`config.mk`:
```
export PLATFORM = sky130hd
export DESIGN_NAME = kbb_bridge
export DESIGN_NICKNAME = d
export VERILOG_FILES = /design/src/rtl/kbb_pkg.sv /design/src/rtl/kbb_rx_decode.sv /design/src/rtl/kbb_key_filter.sv /design/src/rtl/kbb_fifo.sv /design/src/rtl/kbb_bridge.sv
export SDC_FILE = /design/constraint.sdc
export NUM_CORES = 1
export LEC_CHECK = 0
export BUFFER_PORTS_ARGS = -buffer_cell sky130_fd_sc_hd__buf_2
export CORE_UTILIZATION = 45
export DETAILED_ROUTE_END_ITERATION = 12
export PLACE_DENSITY = 0.61
export SKIP_CTS_REPAIR_TIMING = 1
export SLEW_MARGIN = 20
export SYNTH_ARGS = -nofsm -noshare
export SYNTH_HDL_FRONTEND = slang
export SYNTH_SLANG_ARGS = --single-unit
export TNS_END_PERCENT = 1
```
`constraint.sdc`:
```
create_clock -name clk -period 6.24 [get_ports clk]
set_input_delay 0.936 -clock clk [delete_from_list [all_inputs] [get_ports clk]]
set_output_delay 0.936 -clock clk [all_outputs]
set_load 0.01 [all_outputs]
```
`src/rtl/kbb_pkg.sv`:
```
package kbb_pkg;

    localparam int KEY_W = 6;
    localparam int KEYS  = 1 << KEY_W;

    localparam logic [7:0] CMD_INQUIRY  = 8'h10;
    localparam logic [7:0] CMD_INSTANT  = 8'h14;
    localparam logic [7:0] CMD_MODEL    = 8'h16;
    localparam logic [7:0] CMD_SELFTEST = 8'h36;

    localparam logic [7:0] REPLY_NULL   = 8'h7B;
    localparam logic [7:0] REPLY_MODEL  = 8'h0B;
    localparam logic [7:0] REPLY_PASS   = 8'h7D;

    localparam logic [7:0] PFX_EXT      = 8'hE0;
    localparam logic [7:0] PFX_BRK      = 8'hF0;

    typedef struct packed {
        logic             brk;
        logic [KEY_W-1:0] key;
    } key_ev_t;

    typedef struct packed {
        logic             hit;
        logic [KEY_W-1:0] key;
    } map_res_t;

    function automatic map_res_t map_code(input logic ext, input logic [7:0] code);
        map_res_t r;
        r.hit = 1'b1;
        r.key = '0;
        if (!ext) begin
            case (code)
                8'h1C: r.key = 6'h00;
                8'h1B: r.key = 6'h01;
                8'h23: r.key = 6'h02;
                8'h2B: r.key = 6'h03;
                8'h15: r.key = 6'h0C;
                8'h1D: r.key = 6'h0D;
                8'h24: r.key = 6'h0E;
                8'h2D: r.key = 6'h0F;
                8'h29: r.key = 6'h31;
                8'h5A: r.key = 6'h24;
                8'h66: r.key = 6'h33;
                8'h0D: r.key = 6'h30;
                8'h76: r.key = 6'h35;
                8'h12: r.key = 6'h38;
                8'h14: r.key = 6'h36;
                default: r.hit = 1'b0;
            endcase
        end else begin
            case (code)
                8'h6B: r.key = 6'h3B;
                8'h74: r.key = 6'h3C;
                8'h72: r.key = 6'h3D;
                8'h75: r.key = 6'h3E;
                8'h11: r.key = 6'h3A;
                default: r.hit = 1'b0;
            endcase
        end
        return r;
    endfunction

    function automatic logic [7:0] pack_event(input key_ev_t e);
        return {e.brk, e.key, 1'b1};
    endfunction

endpackage

```
`src/rtl/kbb_rx_decode.sv`:
```
module kbb_rx_decode
    import kbb_pkg::*;
(
    input  logic       clk,
    input  logic       rst,
    input  logic       in_valid,
    input  logic [7:0] in_byte,
    output logic       ev_valid,
    output key_ev_t    ev
);
    logic     ext_q;
    logic     brk_q;
    logic     is_prefix;
    map_res_t lk;

    assign is_prefix = (in_byte == PFX_EXT) || (in_byte == PFX_BRK);
    assign lk        = map_code(ext_q, in_byte);
    assign ev_valid  = in_valid && !is_prefix && lk.hit;
    assign ev.brk    = brk_q;
    assign ev.key    = lk.key;

    always_ff @(posedge clk) begin
        if (rst) begin
            ext_q <= 1'b0;
            brk_q <= 1'b0;
        end else if (in_valid) begin
            if (in_byte == PFX_EXT) begin
                ext_q <= 1'b1;
            end else if (in_byte == PFX_BRK) begin
                brk_q <= 1'b1;
            end else begin
                ext_q <= 1'b0;
                brk_q <= 1'b0;
            end
        end
    end

    assert_prefix_clears_R3: assert property (@(posedge clk) disable iff (rst)
        (in_valid && !is_prefix) |=> (!ext_q && !brk_q));

endmodule

```
`src/rtl/kbb_key_filter.sv`:
```
module kbb_key_filter
    import kbb_pkg::*;
(
    input  logic       clk,
    input  logic       rst,
    input  logic       ev_valid,
    input  key_ev_t    ev,
    input  logic       q_full,
    output logic       push,
    output logic [7:0] push_byte
);
    logic [KEYS-1:0] held;

    assign push      = ev_valid && (ev.brk == held[ev.key]) && !q_full;
    assign push_byte = pack_event(ev);

    always_ff @(posedge clk) begin
        if (rst) begin
            held <= '0;
        end else if (push) begin
            held[ev.key] <= !ev.brk;
        end
    end

    assert_bitmap_tracks_R5: assert property (@(posedge clk) disable iff (rst)
        push |=> (held[$past(ev.key)] == !$past(ev.brk)));

    assert_full_keeps_bitmap_R6: assert property (@(posedge clk) disable iff (rst)
        (ev_valid && q_full) |=> $stable(held));

endmodule

```
`src/rtl/kbb_fifo.sv`:
```
module kbb_fifo #(
    parameter int DEPTH = 8,
    parameter int WIDTH = 8
) (
    input  logic             clk,
    input  logic             rst,
    input  logic             push,
    input  logic [WIDTH-1:0] din,
    input  logic             pop,
    output logic [WIDTH-1:0] dout,
    output logic             empty,
    output logic             full
);
    localparam int AW = $clog2(DEPTH);
    localparam int CW = AW + 1;

    logic [WIDTH-1:0] mem [DEPTH];
    logic [AW-1:0]    wr_ptr;
    logic [AW-1:0]    rd_ptr;
    logic [CW-1:0]    count;
    logic             do_push;
    logic             do_pop;

    assign empty   = (count == '0);
    assign full    = (count == CW'(DEPTH));
    assign dout    = mem[rd_ptr];
    assign do_push = push && !full;
    assign do_pop  = pop && !empty;

    always_ff @(posedge clk) begin
        if (rst) begin
            wr_ptr <= '0;
            rd_ptr <= '0;
            count  <= '0;
        end else begin
            if (do_push) begin
                mem[wr_ptr] <= din;
                wr_ptr      <= wr_ptr + 1'b1;
            end
            if (do_pop) begin
                rd_ptr <= rd_ptr + 1'b1;
            end
            case ({do_push, do_pop})
                2'b10:   count <= count + 1'b1;
                2'b01:   count <= count - 1'b1;
                default: count <= count;
            endcase
        end
    end

    assert_no_overflow_R6: assert property (@(posedge clk) disable iff (rst)
        count <= CW'(DEPTH));

    assert_no_empty_pop_R7: assert property (@(posedge clk) disable iff (rst)
        pop |-> !empty);

endmodule

```
`src/rtl/kbb_bridge.sv`:
```
module kbb_bridge
    import kbb_pkg::*;
#(
    parameter int WAIT_CYCLES = 16000000,
    parameter int FIFO_DEPTH  = 8
) (
    input  logic       clk,
    input  logic       rst,
    input  logic       ps2_valid,
    input  logic [7:0] ps2_byte,
    input  logic       host_wr,
    input  logic [7:0] host_cmd,
    input  logic       host_rd,
    output logic [7:0] resp_byte,
    output logic       resp_ready
);
    localparam int TW = $clog2(WAIT_CYCLES + 1);

    typedef enum logic [1:0] {ST_IDLE, ST_WAIT, ST_HOLD} host_st_t;

    host_st_t   st;
    logic [TW-1:0] wait_cnt;

    logic       ev_valid;
    key_ev_t    ev;
    logic       q_push;
    logic [7:0] q_din;
    logic       q_pop;
    logic [7:0] q_head;
    logic       q_empty;
    logic       q_full;
    logic       take_key;

    kbb_rx_decode u_dec (
        .clk      (clk),
        .rst      (rst),
        .in_valid (ps2_valid),
        .in_byte  (ps2_byte),
        .ev_valid (ev_valid),
        .ev       (ev)
    );

    kbb_key_filter u_filt (
        .clk       (clk),
        .rst       (rst),
        .ev_valid  (ev_valid),
        .ev        (ev),
        .q_full    (q_full),
        .push      (q_push),
        .push_byte (q_din)
    );

    kbb_fifo #(.DEPTH(FIFO_DEPTH), .WIDTH(8)) u_q (
        .clk   (clk),
        .rst   (rst),
        .push  (q_push),
        .din   (q_din),
        .pop   (q_pop),
        .dout  (q_head),
        .empty (q_empty),
        .full  (q_full)
    );

    assign take_key = (st == ST_IDLE) && host_wr &&
                      ((host_cmd == CMD_INQUIRY) || (host_cmd == CMD_INSTANT));
    assign q_pop      = !q_empty && (take_key || (st == ST_WAIT));
    assign resp_ready = (st == ST_HOLD);

    always_ff @(posedge clk) begin
        if (rst) begin
            st        <= ST_IDLE;
            wait_cnt  <= '0;
            resp_byte <= '0;
        end else begin
            case (st)
                ST_IDLE: begin
                    if (host_wr) begin
                        case (host_cmd)
                            CMD_INQUIRY: begin
                                if (!q_empty) begin
                                    resp_byte <= q_head;
                                    st        <= ST_HOLD;
                                end else begin
                                    wait_cnt <= '0;
                                    st       <= ST_WAIT;
                                end
                            end
                            CMD_INSTANT: begin
                                resp_byte <= q_empty ? REPLY_NULL : q_head;
                                st        <= ST_HOLD;
                            end
                            CMD_MODEL: begin
                                resp_byte <= REPLY_MODEL;
                                st        <= ST_HOLD;
                            end
                            CMD_SELFTEST: begin
                                resp_byte <= REPLY_PASS;
                                st        <= ST_HOLD;
                            end
                            default: st <= ST_IDLE;
                        endcase
                    end
                end
                ST_WAIT: begin
                    if (!q_empty) begin
                        resp_byte <= q_head;
                        st        <= ST_HOLD;
                    end else if (wait_cnt == TW'(WAIT_CYCLES - 1)) begin
                        resp_byte <= REPLY_NULL;
                        st        <= ST_HOLD;
                    end else begin
                        wait_cnt <= wait_cnt + 1'b1;
                    end
                end
                ST_HOLD: begin
                    if (host_rd) st <= ST_IDLE;
                end
                default: st <= ST_IDLE;
            endcase
        end
    end

    assert_hold_until_read_R11: assert property (@(posedge clk) disable iff (rst)
        $fell(resp_ready) |-> $past(host_rd));

    assert_byte_stable_R11: assert property (@(posedge clk) disable iff (rst)
        (resp_ready && $past(resp_ready)) |-> $stable(resp_byte));

    assert_odd_reply_R2: assert property (@(posedge clk) disable iff (rst)
        resp_ready |-> resp_byte[0]);

    assert_wait_bound_R8: assert property (@(posedge clk) disable iff (rst)
        (st == ST_WAIT) |-> (wait_cnt < TW'(WAIT_CYCLES)));

endmodule

```
==> results.cfg <==
[outcome]
status = finished, final reports clean

[detailed_routing]
viasPerCell = 5.76
post_drt_wl_per_cell_um = 16.9
dr.pass1.iters = 5
drcViolationCount = 0
drt_iter0_drc = 271
ant_nets = 0
drt-total-wl_mm = 14.5
route.vias.total = 4933

[timing]
drv_slew = 0
hold_viol = 0
worstMarginPinSlew_ns = 0.976
fin_crit_sh_pct = 82.7
finalSetupViolations = 0
skew_ns = 0.0127
tns_ns = 0
clock.fmax_mhz = 194
relSlewSlack_pct = 34.9
min_period_ns = 5.16
rsz0062_at_grt = false

[clocking]
clk_latency_ns = 0.42
root_buffer = clkbuf_16
numCtsBuffers = 17
htreeDepth = 4
cts.reportedPaths.clkPinSlew_ns = 0.06
cts_sinks = 135
cts_tree = built
clockBufferDepth = 2

[power]
power_mw = 2.11
vdd_ir_drop_max_v = 0.000200
power_leakage_nw = 2.54
p_int_mw = 1.66
power.share.clock_pct = 50.7
comb_power_share_pct = 5.3
swShare_pct = 21.4
p_seq_share_pct = 43.9
netSwitchingPower_mw = 0.451
p_per_area_nw_per_um2 = 279

[place]
dp_hpwl_mm = 10.0
gp_congestion = 0.828
port_buffers = 29

[yosys]
synth_largest_area_cell = edfxtp_1
syn_area_um2 = 6690
synth_xor_area_share_pct = 3.01
yosys.area_share.simple_pct = 20.5
yosys-top-cells-area = edfxtp_1, dfxtp_1, mux4_2, nor2_1, a21oi_1
ys_async_sr_fraction_pct = 0
synth.area.mux_share_pct = 9.26
synth_top_family_by_area = simple AND/OR/NAND/NOR gates
synth_cell_types = 80
synth_seq_cells = 135
synth_flop_cell = dfxtp_1
syn_inst = 644
yosysTopAreaCellShare_pct = 25.1
synth-compound-area-share_pct = 13.4
ys_warn_count = 0
synth_nets = 672
ys_seq_area_share_pct = 48.8
avgSynthCellArea_um2 = 10.4
yosys.area_share.adder_pct = 1.42
synth-edff-count = 56

[floorplanning]
io_pins = 30
start_util_pct = 46.0
die_w_um = 124
die_h_um = 124
die-area_um2 = 15400
core-area_um2 = 14500
rows = 44

[global_routing]
grt_util_all_layers_pct = 20.2
gr-total-overflow = 0
grt_pass1_vias = 4708
grt_max_degree = 58
antenna_found_initial = 0
grt_pass1_wl_mm = 23.1

[critical_path]
critPathRequiredTime_ns = 6.59
worstSetupPathType = in2reg
crit_path_start_kind = input port
worstSetupEndpointType = flip-flop
cp.arrival_ns = 5.51
critPathMaxFanout = 18

[job]
drv_cap = 0

[cells_and_area]
syn2layout_area_growth_pct = 13.3
nNetsFinal = 687
layout-drive-gt1-share_pct = 16.2
fillCellCount = 1309
diodes = 0

[worst_hold_path]
hp-class = reg2reg
## registers in the layout, indices dropped and copies added (netlist names), named ones only
signal / cells
resp_byte: 8
st: 2
u_dec.brk_q: 1
u_dec.ext_q: 1
u_filt.held: 30
u_q.count: 4
u_q.mem: 56
u_q.rd_ptr: 3
u_q.wr_ptr: 3
wait_cnt: 24
## synth_stat cells, types with 15 or more instances
cell type and instances:
o31ai_1 16, nand3_1 32, nand2_1 22, mux2i_1 21, dfxtp_1 79, nor2_1 77, inv_1 15, clkbuf_1 22
nor3_1 16, o21ai_0 26, nor2b_1 24, mux4_2 17, edfxtp_1 56, a21oi_1 45
## through the flow
step	area (um^2)	std cells	util [%]	setup WS, ns	hold slack (ns)
5_1_grt	7580	856	52.1	0.836	0.486
6_report	7580	856	52.1	1.08	0.471
4_1_cts	7580	856	52.1	1.17	0.470
2_1_floorplan	6690	644	-	1.26	0.432
3_3_place_gp	6920	824	47.6	0.838	0.451
3_5_place_dp	6920	824	47.6	0.733	0.457
## cell usage in the layout, fill, tap and decap left out, types with 10 or more instances in the layout
| cell | n |
|---|---|
| xnor2_1 | 10 |
| buf_2 | 29 |
| dfxtp_1 | 79 |
| o21ai_0 | 26 |
| o31ai_1 | 16 |
| mux4_2 | 17 |
| mux2i_1 | 21 |
| xor2_1 | 13 |
| nor2_1 | 77 |
| inv_1 | 15 |
| clkbuf_16 | 20 |
| edfxtp_1 | 56 |
| nor3_1 | 16 |
| or3_1 | 10 |
| nor2b_1 | 24 |
| a21oi_1 | 45 |
| nand3_1 | 32 |
| o22ai_1 | 10 |
| nand2_1 | 22 |
## layout make-up
class | count | area (um^2) | area share (%)
inverters | 19 | 72.6 | 0.958
clock inverters | 7 | 101 | 1.34
clock buffers | 25 | 553 | 7.30
repair buffers | 33 | 175 | 2.31
well taps | 184 | 230 | 3.04
flip-flops and latches | 135 | 3260 | 43.1
multi-input cells | 453 | 3180 | 42.0
## worst paths after layout
path | start | to | slack (ns) | cells after the start
min | u_filt.held[52]$_SDFFE_PP0P_ | u_filt.held[52]$_SDFFE_PP0P_ | 0.47 | 1
min reg2reg | u_filt.held[52]$_SDFFE_PP0P_ | u_filt.held[52]$_SDFFE_PP0P_ | 0.47 | 1
max reg2reg | u_dec.ext_q$_SDFFE_PP0P_ | u_q.count[3]$_SDFFE_PP0P_ | 1.65 | 18
max | ps2_byte[2] | u_q.count[3]$_SDFFE_PP0P_ | 1.08 | 19
## critical path, stage by stage
cell and delay (ns):
buf_2 0.25, nor4b_1 0.58, a32oi_1 0.16, o221ai_1 0.24, nand2_2 0.13, inv_2 0.24, mux4_2 0.34, a22oi_1 0.17
or4b_4 0.49, nand3_1 0.09, and3b_1 0.34, inv_2 0.14, ha_1 0.24, ha_1 0.28, a21o_1 0.17, a21oi_1 0.17
xnor2_1 0.09, or3_1 0.31, a21oi_1 0.14
## routing by layer
layer	GRT usage [%]	vias up	routed length, um
li1	-	2428	-
met3	5.08	17	531
met2	34.3	101	7160
met5	0	-	0
met1	24.6	2387	6580
met4	7.44	0	217
## power groups by stage
stage,Combinational [mW],Sequential (mW),Clock (mW)
global placement,0.110,0.946,0
detailed placement,0.112,0.946,0
finish,0.112,0.928,1.07
floorplan,0.0852,0.945,0
CTS,0.112,0.927,1.09
global route,0.125,0.928,1.13
## kinds of logic after synthesis
| kind of cell | count (synthesis) |
|---|---|
| flip-flops | 135 |
| AO/OA/AOI/OAI | 138 |
| adder cells (fa/ha/maj) | 7 |
| AND/OR/NAND/NOR | 245 |
| XOR/XNOR | 23 |
| multiplexers | 40 |
| buffers and inverters | 56 |
Note: power is estimated with default switching activity, not from simulation.
